File: src/rtl/pwr_mode_pkg.sv
package pwr_mode_pkg;

    typedef struct packed {
        logic baud_x2;
        logic fe_sel;
        logic pd_timed;
        logic pwr_lost;
        logic gflag1;
        logic gflag0;
        logic deep;
        logic light;
    } pmc_ctl_t;

    typedef enum logic [2:0] {
        ST_RUN,
        ST_LIGHT,
        ST_DEEP,
        ST_DEEP_HOLD,
        ST_DEEP_TIMED
    } pmc_state_e;

    localparam pmc_ctl_t CTL_COLD = '{pwr_lost: 1'b1, default: 1'b0};

    function automatic logic in_deep(input pmc_state_e s);
        return (s == ST_DEEP) || (s == ST_DEEP_HOLD) || (s == ST_DEEP_TIMED);
    endfunction

    function automatic pmc_ctl_t warm_value(input pmc_ctl_t c);
        pmc_ctl_t w;
        w = '0;
        w.pwr_lost = c.pwr_lost;
        return w;
    endfunction

endpackage

File: src/rtl/pmc_ctl_reg.sv
module pmc_ctl_reg
    import pwr_mode_pkg::*;
(
    input  logic     clk,
    input  logic     por_rst,
    input  logic     warm_rst,
    input  logic     wr_ok,
    input  logic [7:0] wdata,
    input  logic     wake_clr,
    output pmc_ctl_t ctl,
    output logic     enter_deep,
    output logic     enter_light
);
    pmc_ctl_t ctl_q;
    pmc_ctl_t wval;

    always_comb begin
        wval = pmc_ctl_t'(wdata);
        if (wval.deep) wval.light = 1'b0;
    end

    assign enter_deep  = wr_ok && wval.deep;
    assign enter_light = wr_ok && wval.light;

    always_ff @(posedge clk) begin
        if (por_rst) begin
            ctl_q <= CTL_COLD;
        end else if (warm_rst) begin
            ctl_q <= warm_value(ctl_q);
        end else if (wr_ok) begin
            ctl_q <= wval;
        end else if (wake_clr) begin
            ctl_q.deep  <= 1'b0;
            ctl_q.light <= 1'b0;
        end
    end

    assign ctl = ctl_q;

    p_por_value_r1: assert property (@(posedge clk) por_rst |=> (ctl_q == CTL_COLD));
    p_pwr_lost_kept_r2: assert property (@(posedge clk) disable iff (por_rst)
        warm_rst |=> (ctl_q.pwr_lost == $past(ctl_q.pwr_lost)));
    p_modes_exclusive_r10: assert property (@(posedge clk) disable iff (por_rst || warm_rst)
        $onehot0({ctl_q.deep, ctl_q.light}));
    p_frozen_asleep_r11: assert property (@(posedge clk) disable iff (por_rst || warm_rst)
        (!wr_ok && !wake_clr) |=> $stable(ctl_q));
endmodule

File: src/rtl/pmc_wake_timer.sv
module pmc_wake_timer #(
    parameter int WAKE_CNT = 1024
) (
    input  logic clk,
    input  logic rst,
    input  logic load,
    input  logic run,
    output logic done
);
    localparam int CNT_W = $clog2(WAKE_CNT + 1);
    localparam logic [CNT_W-1:0] START = CNT_W'(WAKE_CNT - 1);

    logic [CNT_W-1:0] cnt_q;

    always_ff @(posedge clk) begin
        if (rst)                          cnt_q <= '0;
        else if (load)                    cnt_q <= START;
        else if (run && cnt_q != '0)      cnt_q <= cnt_q - 1'b1;
    end

    assign done = run && (cnt_q == '0);

    p_timer_bound_r9: assert property (@(posedge clk) disable iff (rst)
        run |-> (cnt_q <= START));
endmodule

File: src/rtl/pmc_sequencer.sv
module pmc_sequencer
    import pwr_mode_pkg::*;
#(
    parameter int WAKE_CNT = 1024
) (
    input  logic clk,
    input  logic any_rst,
    input  logic enter_deep,
    input  logic enter_light,
    input  logic timed_exit,
    input  logic irq_wake,
    input  logic wdt_idle_en,
    output logic wake_clr,
    output logic cpu_clk_en,
    output logic osc_en,
    output logic flash_pd,
    output logic wdt_run
);
    pmc_state_e state_q, state_d;
    logic tmr_load, tmr_done;

    pmc_wake_timer #(.WAKE_CNT(WAKE_CNT)) i_timer (
        .clk  (clk),
        .rst  (any_rst),
        .load (tmr_load),
        .run  (state_q == ST_DEEP_TIMED),
        .done (tmr_done)
    );

    always_comb begin
        state_d  = state_q;
        wake_clr = 1'b0;
        tmr_load = 1'b0;
        unique case (state_q)
            ST_RUN: begin
                if (enter_deep)       state_d = ST_DEEP;
                else if (enter_light) state_d = ST_LIGHT;
            end
            ST_LIGHT: begin
                if (irq_wake) begin
                    state_d  = ST_RUN;
                    wake_clr = 1'b1;
                end
            end
            ST_DEEP: begin
                if (irq_wake) begin
                    if (timed_exit) begin
                        state_d  = ST_DEEP_TIMED;
                        tmr_load = 1'b1;
                    end else begin
                        state_d  = ST_DEEP_HOLD;
                    end
                end
            end
            ST_DEEP_HOLD: begin
                if (!irq_wake) begin
                    state_d  = ST_RUN;
                    wake_clr = 1'b1;
                end
            end
            ST_DEEP_TIMED: begin
                if (tmr_done) begin
                    state_d  = ST_RUN;
                    wake_clr = 1'b1;
                end
            end
            default: state_d = ST_RUN;
        endcase
    end

    always_ff @(posedge clk) begin
        if (any_rst) state_q <= ST_RUN;
        else         state_q <= state_d;
    end

    assign cpu_clk_en = (state_q == ST_RUN);
    assign osc_en     = !((state_q == ST_DEEP) || (state_q == ST_DEEP_HOLD));
    assign flash_pd   = in_deep(state_q);
    assign wdt_run    = (state_q == ST_RUN) || ((state_q == ST_LIGHT) && wdt_idle_en);

    p_hold_osc_off_r8: assert property (@(posedge clk) disable iff (any_rst)
        ((state_q == ST_DEEP_HOLD) && irq_wake) |=> !osc_en);
    p_light_keeps_osc_r4: assert property (@(posedge clk) disable iff (any_rst)
        enter_light && !enter_deep && cpu_clk_en |=> (osc_en && !flash_pd));
endmodule

File: src/rtl/pwr_mode_ctl.sv
module pwr_mode_ctl
    import pwr_mode_pkg::*;
#(
    parameter int WAKE_CNT = 1024
) (
    input  logic       clk,
    input  logic       por_rst,
    input  logic       pin_rst,
    input  logic       bor_rst,
    input  logic       reg_wr,
    input  logic [7:0] reg_wdata,
    output logic [7:0] reg_rdata,
    input  logic       irq_wake,
    input  logic       wdt_idle_en,
    output logic       cpu_clk_en,
    output logic       osc_en,
    output logic       flash_pd,
    output logic       bod_en,
    output logic       wdt_run,
    output logic       uart_baud_x2,
    output logic       uart_fe_sel
);
    pmc_ctl_t ctl;
    logic any_rst, warm_rst, wr_ok, wake_clr, enter_deep, enter_light;

    assign warm_rst = pin_rst || bor_rst;
    assign any_rst  = por_rst || warm_rst;
    assign wr_ok    = reg_wr && cpu_clk_en;

    pmc_ctl_reg i_reg (
        .clk         (clk),
        .por_rst     (por_rst),
        .warm_rst    (warm_rst),
        .wr_ok       (wr_ok),
        .wdata       (reg_wdata),
        .wake_clr    (wake_clr),
        .ctl         (ctl),
        .enter_deep  (enter_deep),
        .enter_light (enter_light)
    );

    pmc_sequencer #(.WAKE_CNT(WAKE_CNT)) i_seq (
        .clk         (clk),
        .any_rst     (any_rst),
        .enter_deep  (enter_deep),
        .enter_light (enter_light),
        .timed_exit  (ctl.pd_timed),
        .irq_wake    (irq_wake),
        .wdt_idle_en (wdt_idle_en),
        .wake_clr    (wake_clr),
        .cpu_clk_en  (cpu_clk_en),
        .osc_en      (osc_en),
        .flash_pd    (flash_pd),
        .wdt_run     (wdt_run)
    );

    assign reg_rdata    = ctl;
    assign bod_en       = !flash_pd;
    assign uart_baud_x2 = ctl.baud_x2;
    assign uart_fe_sel  = ctl.fe_sel;

    p_wake_clears_modes_r5: assert property (@(posedge clk) disable iff (any_rst)
        $rose(cpu_clk_en) |-> (reg_rdata[1:0] == 2'b00));
    p_irq_no_effect_run_r12: assert property (@(posedge clk) disable iff (any_rst)
        (cpu_clk_en && !reg_wr) |=> cpu_clk_en);
    p_deep_outputs_r7: assert property (@(posedge clk) disable iff (any_rst)
        (cpu_clk_en && reg_wr && reg_wdata[1]) |=> (flash_pd && !osc_en && !bod_en));
endmodule

File: config.mk
export PLATFORM = sky130hd
export DESIGN_NAME = pwr_mode_ctl
export DESIGN_NICKNAME = d
export VERILOG_FILES = /design/src/rtl/pwr_mode_pkg.sv /design/src/rtl/pmc_ctl_reg.sv /design/src/rtl/pmc_wake_timer.sv /design/src/rtl/pmc_sequencer.sv /design/src/rtl/pwr_mode_ctl.sv
export SDC_FILE = /design/constraint.sdc
export NUM_CORES = 1
export LEC_CHECK = 0
export BUFFER_PORTS_ARGS = -buffer_cell sky130_fd_sc_hd__buf_2
export CORE_AREA = 3 3 50 52
export DETAILED_ROUTE_END_ITERATION = 12
export DIE_AREA = 0 0 53 55
export GPL_ROUTABILITY_DRIVEN = 0
export PLACE_DENSITY = 0.8
export SKIP_LAST_GASP = 1
export SYNTH_ARGS = -nofsm -noshare
export SYNTH_HDL_FRONTEND = slang
export SYNTH_SLANG_ARGS = --single-unit
File: constraint.sdc
create_clock -name clk -period 3.1 [get_ports clk]
set_input_delay 0.62 -clock clk [delete_from_list [all_inputs] [get_ports clk]]
set_output_delay 0.62 -clock clk [all_outputs]
set_load 0.03 [all_outputs]
After elaboration in Yosys (flattened, before gate mapping)
Index checks and enable logic that the tools add are counted.

Register bits after elaboration: 22.

$add $sub $neg: 1. Equality and inequality tests: 9. Muxes and demuxes: 20. Bitwise gates (word level): 1. Reduce and logical (&&, ||, !) cells: 22.

Operators by type and width (number): 3-bit two-way mux (7); 10-bit two-way mux (2); 3-bit case mux with 5 select lines (1); 11-bit zero test (1); 11-bit nonzero test (1); 11-bit by 1-bit subtractor with 11-bit output, second input constant (1); 1-bit two-way mux (7); 3-bit by 2-bit equality test with 1-bit output, second input constant (2); 1-bit logical AND (6); 2-bit != test, second input constant (3); 1-bit logical OR (5); 5-bit AND reduction (1); 2-bit two-way mux (2); 2-bit nonzero test (2); 2-bit OR reduction (2); 3-bit by 1-bit equality test with 1-bit output, second input constant (1); 3-bit equality test, second input constant (1); 3-bit zero test (1); 3-bit by 1-bit != test with 1-bit output, second input constant (1); 1-bit case mux with 3 select lines (1); 1-bit zero test (2); 2-bit by 1-bit != test with 1-bit output, second input constant (1); 2-bit AND reduction (1); 1-bit inverter (1).

Logic depth before layout (Yosys ltp)
Gate-level depths: netlist (run 1).

Depth after elaboration: 6. Mapped depth: 7. Gate-level depth less buffers: 6.

Hierarchy
Synthesis (run 1) repeated with hierarchy kept, for this count alone.

Cells, all modules: 140. Area total of the unflattened synthesis: 1236.2 µm².

Modules (own cells, without submodules): pmc_wake_timer (instances 1, cells an instance 72, area an instance 615.6 µm², sequential area each 220.2 µm²); pmc_ctl_reg (instances 1, cells an instance 31, area an instance 329.1 µm², sequential area each 160.2 µm²); pmc_sequencer (instances 1, cells an instance 31, area an instance 254.0 µm², sequential area each 60.1 µm²); pwr_mode_ctl (instances 1, cells an instance 6, area an instance 37.5 µm², sequential area each 0.0 µm²).

Worst setup path before layout (run 1)
OpenSTA, ideal clock, no wires.

Path kind: input to output. From: in wdt_idle_en. To: out wdt_run. Arrival: 1426 ps. Required time: 2480 ps. Slack: 1054 ps. Cell stages on the path: 2. Cells stage by stage: inv_1 > a211oi_1.

Cells in the longest elaborated chain, start to end: 2.

Ends and longest elaborated chain: start, declared (RTL line pwr_mode_ctl.sv:14) `input logic wdt_idle_en,`; 1-bit logical AND (RTL line pmc_sequencer.sv:79) `assign wdt_run = (state_q == ST_RUN) || ((state_q == ST_LIGHT) && wdt_idle_en);`; 1-bit logical OR (RTL line pmc_sequencer.sv:79); end, declared (RTL line pwr_mode_ctl.sv:19) `output logic wdt_run,`.

Every way passes these cells.

Worst setup path after layout (run 1)
From: reg i_seq.i_timer.cnt_q[0]. To: reg i_seq.i_timer.cnt_q[4].

Cells in the longest elaborated chain, start to end: 3. Elaborated cells between the ends (all ways): 6. Classes of those cells: 1 x add/sub; 2 x mux; 3 x reduce/logical.

Ends and longest elaborated chain: start, declared (RTL line pmc_wake_timer.sv:13) `logic [CNT_W-1:0] cnt_q;`; start signal, assigned (RTL line pmc_wake_timer.sv:18) `else if (run && cnt_q != '0) cnt_q <= cnt_q - 1'b1;`; 11-bit by 1-bit subtractor with 11-bit output / 11-bit nonzero test (equally long branches) (RTL line pmc_wake_timer.sv:18); 10-bit two-way mux / 1-bit logical AND (equally long branches) (RTL line pmc_wake_timer.sv:18); 10-bit two-way mux / 2-bit nonzero test (equally long branches).

Several ways; a longest one is shown, not always the timed one. The select of a mux whose other input is x is not followed. A chain may end at the register's enable or synchronous reset.

==> qor.tcl, run 1 <==
set qor(drtIter0Drc) 23
set qor(clock_group_share_of_total_power_pct) 39.7
set qor(dr_total_vias) 1079
set qor(residual_drc) 0
set qor(worst_case_register_to_register_setup_slack_ns) 0.84
set qor(post_cts_resize_count) 0
set qor(syn-instance-count) 131
set qor(postSynth.asyncResetShare_pct) 0
set qor(timing.critical_path.slowest_stage_cell) {nor4b_1}
set qor(final_cycle_utilization_of_the_critical_path_pct) 72.79
set qor(power_switching_share_pct) 21.86
set qor(grt_use_total_pct) 18.79
set qor(path_max_fanout) 11
set qor(core_region_area_um2) 2148
set qor(vias_per_cell) 5.961
set qor(end_kind) {flip-flop}
set qor(yosys.cell_types.count) 41
set qor(num_rows) 17
set qor(buffer_ports.inserted) 29
set qor(yosys.area.top_type_share_pct) 37.97
set qor(design_area_um2) 1326
set qor(timing_worst_setup_path_type) {reg2reg}
set qor(post_synth.cell_area_avg_um2) 8.854
set qor(synth.yosys.seq_area_share_pct) 37.97
set qor(most_repeated_cell_in_the_gate_level_netlist_after_synthesis) {dfxtp_1}
set qor(share_seq_of_total_power_pct) 51.6
set qor(die_width_um) 53
set qor(finalWorstSetupSlack_ns) 0.8435
set qor(ys_seq_elements) 22
set qor(die_area_um2) 2915
set qor(cts_sinks) 22
set qor(p_switching_w) 0.0001221
set qor(synth_edf_count) 0
set qor(timing.max_cap.violations) 0
set qor(cp_slowest_stage_delay_ns) 0.62
set qor(min-delay-path-class) {reg2reg}
set qor(insertedDiodeCount) 0
set qor(clk_latency_ns) 0.32
set qor(hold_buffers) 0
set qor(cellInternalPower_w) 0.0004364
set qor(clock_tree_from_tritoncts) {yes}
set qor(dp_hpwl_um) 1885
set qor(fin_nets) 171
set qor(initial_antenna_violation_count) 0
set qor(initial_core_util_pct) 53.99
set qor(grt_setup_unrepaired) {no}
set qor(clock_tree.htree_level_count) 1
set qor(synth-main-ff-cell) {dfxtp_1}
set qor(run_status) {complete, no violations}
set qor(finalWorstPathRequiredPeriod_ns) 2.256
set qor(clkTransAtPathRegs_ns) 0.13
set qor(final-setup-viol-count) 0
set qor(detailed_routing_iteration_count_for_the_pre_antenna_repair_pass) 4
set qor(p_total_w) 0.0005585
set qor(cts_root_buffer) {clkbuf_4}
set qor(maxSlewViolCount) 0
set qor(die_h_um) 55
set qor(maxClockFrequency_mhz) 443.2
set qor(number_of_global_route_vias_before_repair) 857
set qor(worst_slew_pin_slew_ns) 0.9336
set qor(wire_per_inst_um) 14.45
set qor(global_route_wire_length_before_repair_um) 3960
set qor(critPathLaunchType) {flip-flop}
set qor(ys_top_cells_by_area) {dfxtp_1, mux2i_1, a211oi_1, nor2_1, nor3_1}
set qor(antenna_left) 0
set qor(worst-endpoint-arrival_ns) 2.44
set qor(area_growth_pct) 14.35
set qor(timing.clock.skew_ns) 0.01158
set qor(post_synth_instance_area_um2) 1160
set qor(fin_setup_tns_ns) 0
set qor(boundary_pin_count) 30
set qor(vdd.ir_drop.worst_v) 0.0002645
set qor(critical_path_buf_inv_count) 1
set qor(comb_power_share_pct) 8.7
set qor(crit_path_cell_trace) {inv_1 -> ha_1 -> nor4b_1 -> a31oi_1 -> a311oi_1 -> nor3_1}
set qor(synth_nets) 148
set qor(placement.cell_area_um2) 1274
set qor(cts-buffers-inserted) 3
set qor(overflow) 0
set qor(grt_start_max_net_pins) 21
set qor(synth_largest_area_cell) {dfxtp_1}
set qor(cpLargestDelayFamily) {compound AO/OA/AOI/OAI gates}
set qor(postCtsSetupRepairBufs) 0
set qor(netlist_top_cells_count) {dfxtp_1, nor2_1, nor3_1}
set qor(power_density_nw_per_um2) 421.1
set qor(ys_warn_count) 0
set qor(cp_data_required_time_ns) 3.28
set qor(layout-drive-gt1-share_pct) 25.49
set qor(cts-root-to-sink-buffers) 2
set qor(timing_hold_violations_final) 0
set qor(drt-total-wl_um) 2616
set qor(pre_cts_ws_ns) 0.9172
set qor(maxSlewHeadroom_pct) 37.60
set qor(p_leak_nw) 0.5345
## layout make-up
class                      instances  area (µm²)
sequential                        22       440.4
multi-input combinational         91       626.9
inverter                           7       26.28
timing repair buffer              29       145.1
fill                             180       822.0
clock inverter                     1       30.03
clock buffer                       3       22.52
tap                               28       35.03
## state kept, by name, indices dropped and copies added, names as in the netlist
name                 cells
i_reg.ctl                8
i_seq.state_q            3
i_seq.i_timer.cnt_q     11
## cell families (layout without fill, tap and decap cells)
family                   count (synthesis)  in the layout  synth area share [%]
multiplexers                             6              6                 5.178
AO/OA/AOI/OAI                           30             30                 19.63
AND/OR/NAND/NOR                         53             53                 27.08
adder cells (fa/ha/maj)                  2              2                 2.157
buffers and inverters                   18             40                 7.983
flip-flops                              22             22                 37.97
## per-stage QoR
step	instances	utilization, %	hold slack [ns]
final	181	61.74	0.5080
after global routing	181	61.74	0.5236
after detailed placement	177	59.29	0.4840
after CTS	181	61.74	0.5060
after global placement	177	59.29	0.4698
after floorplan	131	-	0.4582
## worst paths after layout
check,startpoint,endpoint,depth (start not counted)
max,i_seq.i_timer.cnt_q[0],i_seq.i_timer.cnt_q[4],6
min,i_reg.ctl[0],i_reg.ctl[0],1
max reg2reg,i_seq.i_timer.cnt_q[0],i_seq.i_timer.cnt_q[4],6
min reg2reg,i_reg.ctl[0],i_reg.ctl[0],1
## placed cells by master (no fill, tap or decap), types with 2 or more instances in the layout
cell      count
a32o_1        2
mux2i_1       6
nand2_1       2
a311oi_1      2
o31ai_1       2
a211oi_1      7
a21oi_1       4
nor4_1        3
a31oi_1       5
and4_1        3
nor2_1       14
nor2b_1       2
ha_1          2
nand3_1       2
inv_1         7
or3_1         4
o21ai_0       2
clkbuf_4      3
or4_1         2
nor3_1        9
buf_2        29
dfxtp_1      22
nand3b_1      2
or2_2         2
## power by group through the flow
stage                     Sequential, W  Combinational [W]  Clock, W
after floorplan                0.000297          0.0000282         0
after global placement         0.000294          0.0000466         0
after detailed placement       0.000294          0.0000483         0
after CTS                      0.000288          0.0000488  0.000225
after global routing           0.000289          0.0000530  0.000242
final                          0.000288          0.0000484  0.000222
## per-layer routing
layer | wire (µm) | GRT usage, %
met1 | 1140 | 25.70
met2 | 1262 | 27.89
met3 | 142 | 3.485
met4 | 70 | 10.21
met5 | 0 | 0
Note: power is estimated with default switching activity, not from simulation.
==> inputs of run 2 (changes only) <==
ABC_AREA = 1   (was default)
CORE_AREA = 3 3 55 57   (was 3 3 50 52)
DIE_AREA = 0 0 58 60   (was 0 0 53 55)
PLACE_DENSITY = 0.75   (was 0.8)
clock period = 2.1 ns   (was 3.1 ns; I/O delays follow)
==> run 2 against run 1 <==
Against the previous run: setup slack lost 0.47 ns; non-clock buffer count is the same; synthesized cell count grew 53%; die area grew 19%; highest routed layer unchanged.
==> qor.tcl, run 2 <==
set qor(cts-buffers-inserted) 3
set qor(maxSlewHeadroom_pct) 72.28
set qor(clock_group_share_of_total_power_pct) 38.5
set qor(ys_top_cells_by_area) {dfxtp_1, nand2_1, nor2_1, a21oi_1, inv_1}
set qor(vias_per_cell) 4.961
set qor(buffer_ports.inserted) 29
set qor(clkTransAtPathRegs_ns) 0.12
set qor(die_width_um) 58
set qor(worst_case_register_to_register_setup_slack_ns) 0.52
set qor(min-delay-path-class) {in2reg}
set qor(syn-instance-count) 201
set qor(worst_slew_pin_slew_ns) 0.4154
set qor(drtIter0Drc) 35
set qor(timing_worst_setup_path_type) {reg2out}
set qor(p_leak_nw) 0.7616
set qor(synth-main-ff-cell) {dfxtp_1}
set qor(layout-drive-gt1-share_pct) 24.45
set qor(post_synth.cell_area_avg_um2) 6.742
set qor(synth_edf_count) 0
set qor(min_path_cells) 3
set qor(area_growth_pct) 14.59
set qor(final_cell_mix) {nand2_1, buf_2, nor2_1, dfxtp_1, inv_1}
set qor(maxClockFrequency_mhz) 579.8
set qor(antenna_left) 0
set qor(insertedDiodeCount) 0
set qor(fin_nets) 247
set qor(num_rows) 18
set qor(yosys.area.top_type_share_pct) 32.50
set qor(most_repeated_cell_in_the_gate_level_netlist_after_synthesis) {nand2_1}
set qor(finalWorstSetupSlack_ns) 0.3752
set qor(clk_latency_ns) 0.31
set qor(post_synth_instance_area_um2) 1355
set qor(post_cts_resize_count) 0
set qor(synth_largest_area_cell) {dfxtp_1}
set qor(pre_cts_ws_ns) 0.5266
set qor(comb_power_share_pct) 11.2
set qor(numPlacedInstances) 255
set qor(timing.critical_path.from) {i_seq.state_q[1]}
set qor(end_kind) {output pin}
set qor(most_common_cell_after_layout_fill_and_taps_aside) {nand2_1}
set qor(run_status) {complete, no violations}
set qor(core_region_area_um2) 2522
set qor(synth.yosys.seq_area_share_pct) 32.50
set qor(detailed_routing_iteration_count_for_the_pre_antenna_repair_pass) 4
set qor(final-setup-viol-count) 0
set qor(cts_root_buffer) {clkbuf_4}
set qor(finish.utilization_pct) 61.56
set qor(global_route_wire_length_before_repair_um) 4857
set qor(fin_setup_tns_ns) 0
set qor(ys_warn_count) 0
set qor(die_area_um2) 3480
set qor(boundary_pin_count) 30
set qor(hold_buffers) 0
set qor(cp_data_required_time_ns) 1.68
set qor(wire_per_inst_um) 10.88
set qor(largest_register_ffs) 11
set qor(register_with_the_most_flip_flops) {i_seq.i_timer.cnt_q}
set qor(cellInternalPower_w) 0.0006490
set qor(netlist_top_cells_count) {nand2_1, nor2_1, dfxtp_1}
set qor(postSynth.asyncResetShare_pct) 0
set qor(dp_hpwl_um) 2194
set qor(holdCritStartpoint) {reg_wdata[7]}
set qor(cts_sinks) 22
set qor(finalWorstPathRequiredPeriod_ns) 1.725
set qor(residual_drc) 0
set qor(timing_hold_violations_final) 0
set qor(clock_tree.htree_level_count) 1
set qor(final_cycle_utilization_of_the_critical_path_pct) 82.13
set qor(ys_seq_elements) 22
set qor(synth_nets) 218
set qor(path_max_fanout) 5
set qor(initial_core_util_pct) 53.72
set qor(number_of_global_route_vias_before_repair) 1160
set qor(dr_total_vias) 1285
set qor(layoutNonFillerInstCount) 259
set qor(reg2regPathDepth) 10
set qor(share_seq_of_total_power_pct) 50.3
set qor(postCtsSetupRepairBufs) 0
set qor(timing.clock.skew_ns) 0.001934
set qor(p_switching_w) 0.0001997
set qor(drt-total-wl_um) 2819
set qor(grt_start_max_net_pins) 14
set qor(grt_use_total_pct) 17.88
set qor(overflow) 0
set qor(min_delay_worst_endpoint) {i_reg.ctl[7]}
set qor(initial_antenna_violation_count) 0
set qor(critPathLaunchType) {flip-flop}
set qor(hold_ws_ns) 0.3209
set qor(timing.max_cap.violations) 0
set qor(cts-root-to-sink-buffers) 2
set qor(yosys.cell_types.count) 28
set qor(vdd.ir_drop.worst_v) 0.0004350
set qor(die_h_um) 60
set qor(power_density_nw_per_um2) 546.6
set qor(grt_setup_unrepaired) {no}
set qor(power_switching_share_pct) 23.53
set qor(clock_tree_from_tritoncts) {yes}
set qor(worst_r2r_endpoint) {i_seq.i_timer.cnt_q[4]}
set qor(maxSlewViolCount) 0
set qor(worst-endpoint-arrival_ns) 1.30
set qor(regToRegStartpoint) {i_seq.i_timer.cnt_q[0]}
## run 2: cell types whose count changed in the layout (fill, tap and decap cells not counted), sizes merged, moves of 6 or more
cell / before / now
nand3: 2 / 17
inv: 7 / 24
o21ai: 2 / 13
nor2: 14 / 35
mux2i: 6 / 0
a21oi: 4 / 17
nand2: 2 / 57
nor3: 9 / 1
a211oi: 7 / 0
## run 2: logic make-up after synthesis
logic type                 after synthesis  synth area share, %
xor gates and xnor gates                 1               0.6465
adders and majority gates                2                1.846
and+or+nand+nor                        114                42.11
buffers and inverters                   29                9.418
AOI/OAI and AO/OA                       33                13.48
DFF                                     22                32.50
## run 2: routing by layer
layer | up-vias | routed length [µm] | GRT usage (%)
met2 | 36 | 1241 | 30.00
met4 | 0 | 43 | 6.954
met1 | 543 | 1373 | 23.52
met5 | - | 0 | 0
met3 | 5 | 160 | 1.944
li1 | 701 | - | -
## run 2: layout make-up
type / count / area, µm²
clock buffer: 3 / 22.52
clock inverter: 1 / 30.03
fill: 246 / 969.7
inverter: 24 / 90.09
multi-input combinational: 150 / 787.0
sequential: 22 / 440.4
tap: 30 / 37.54
timing repair buffer: 29 / 145.1
## run 2: through the flow
stage / instance area [µm²] / power, W
global placement: 1500 / 0.0005315
global route: 1553 / 0.0008778
floorplan: 1355 / 0.0005000
detailed placement: 1500 / 0.0005315
CTS: 1553 / 0.0008570
finish: 1553 / 0.0008487
## run 2: worst max path at each step
stage,to,slack (ns),cells past startpoint
finish,bod_en,0.38,5
floorplan,wdt_run,0.46,3
global route,bod_en,0.26,5
CTS,bod_en,0.35,5
detailed placement,i_seq.i_timer.cnt_q[3],0.53,10
global placement,i_seq.i_timer.cnt_q[9],0.58,10
## run 2: worst max-delay path, stage by stage (launching register included)
cell	delay (ns)
dfxtp_1	0.47
nor2_4	0.08
nand2_1	0.13
nand2_1	0.08
inv_1	0.05
buf_2	0.19
## run 2: power groups by stage
stage / logic, W / registers [W] / clock network, W
final: 0.0000953 / 0.000427 / 0.000327
after global routing: 0.000104 / 0.000428 / 0.000346
after CTS: 0.0000959 / 0.000427 / 0.000334
after detailed placement: 0.0000956 / 0.000436 / 0
after global placement: 0.0000956 / 0.000436 / 0
after floorplan: 0.0000570 / 0.000443 / 0
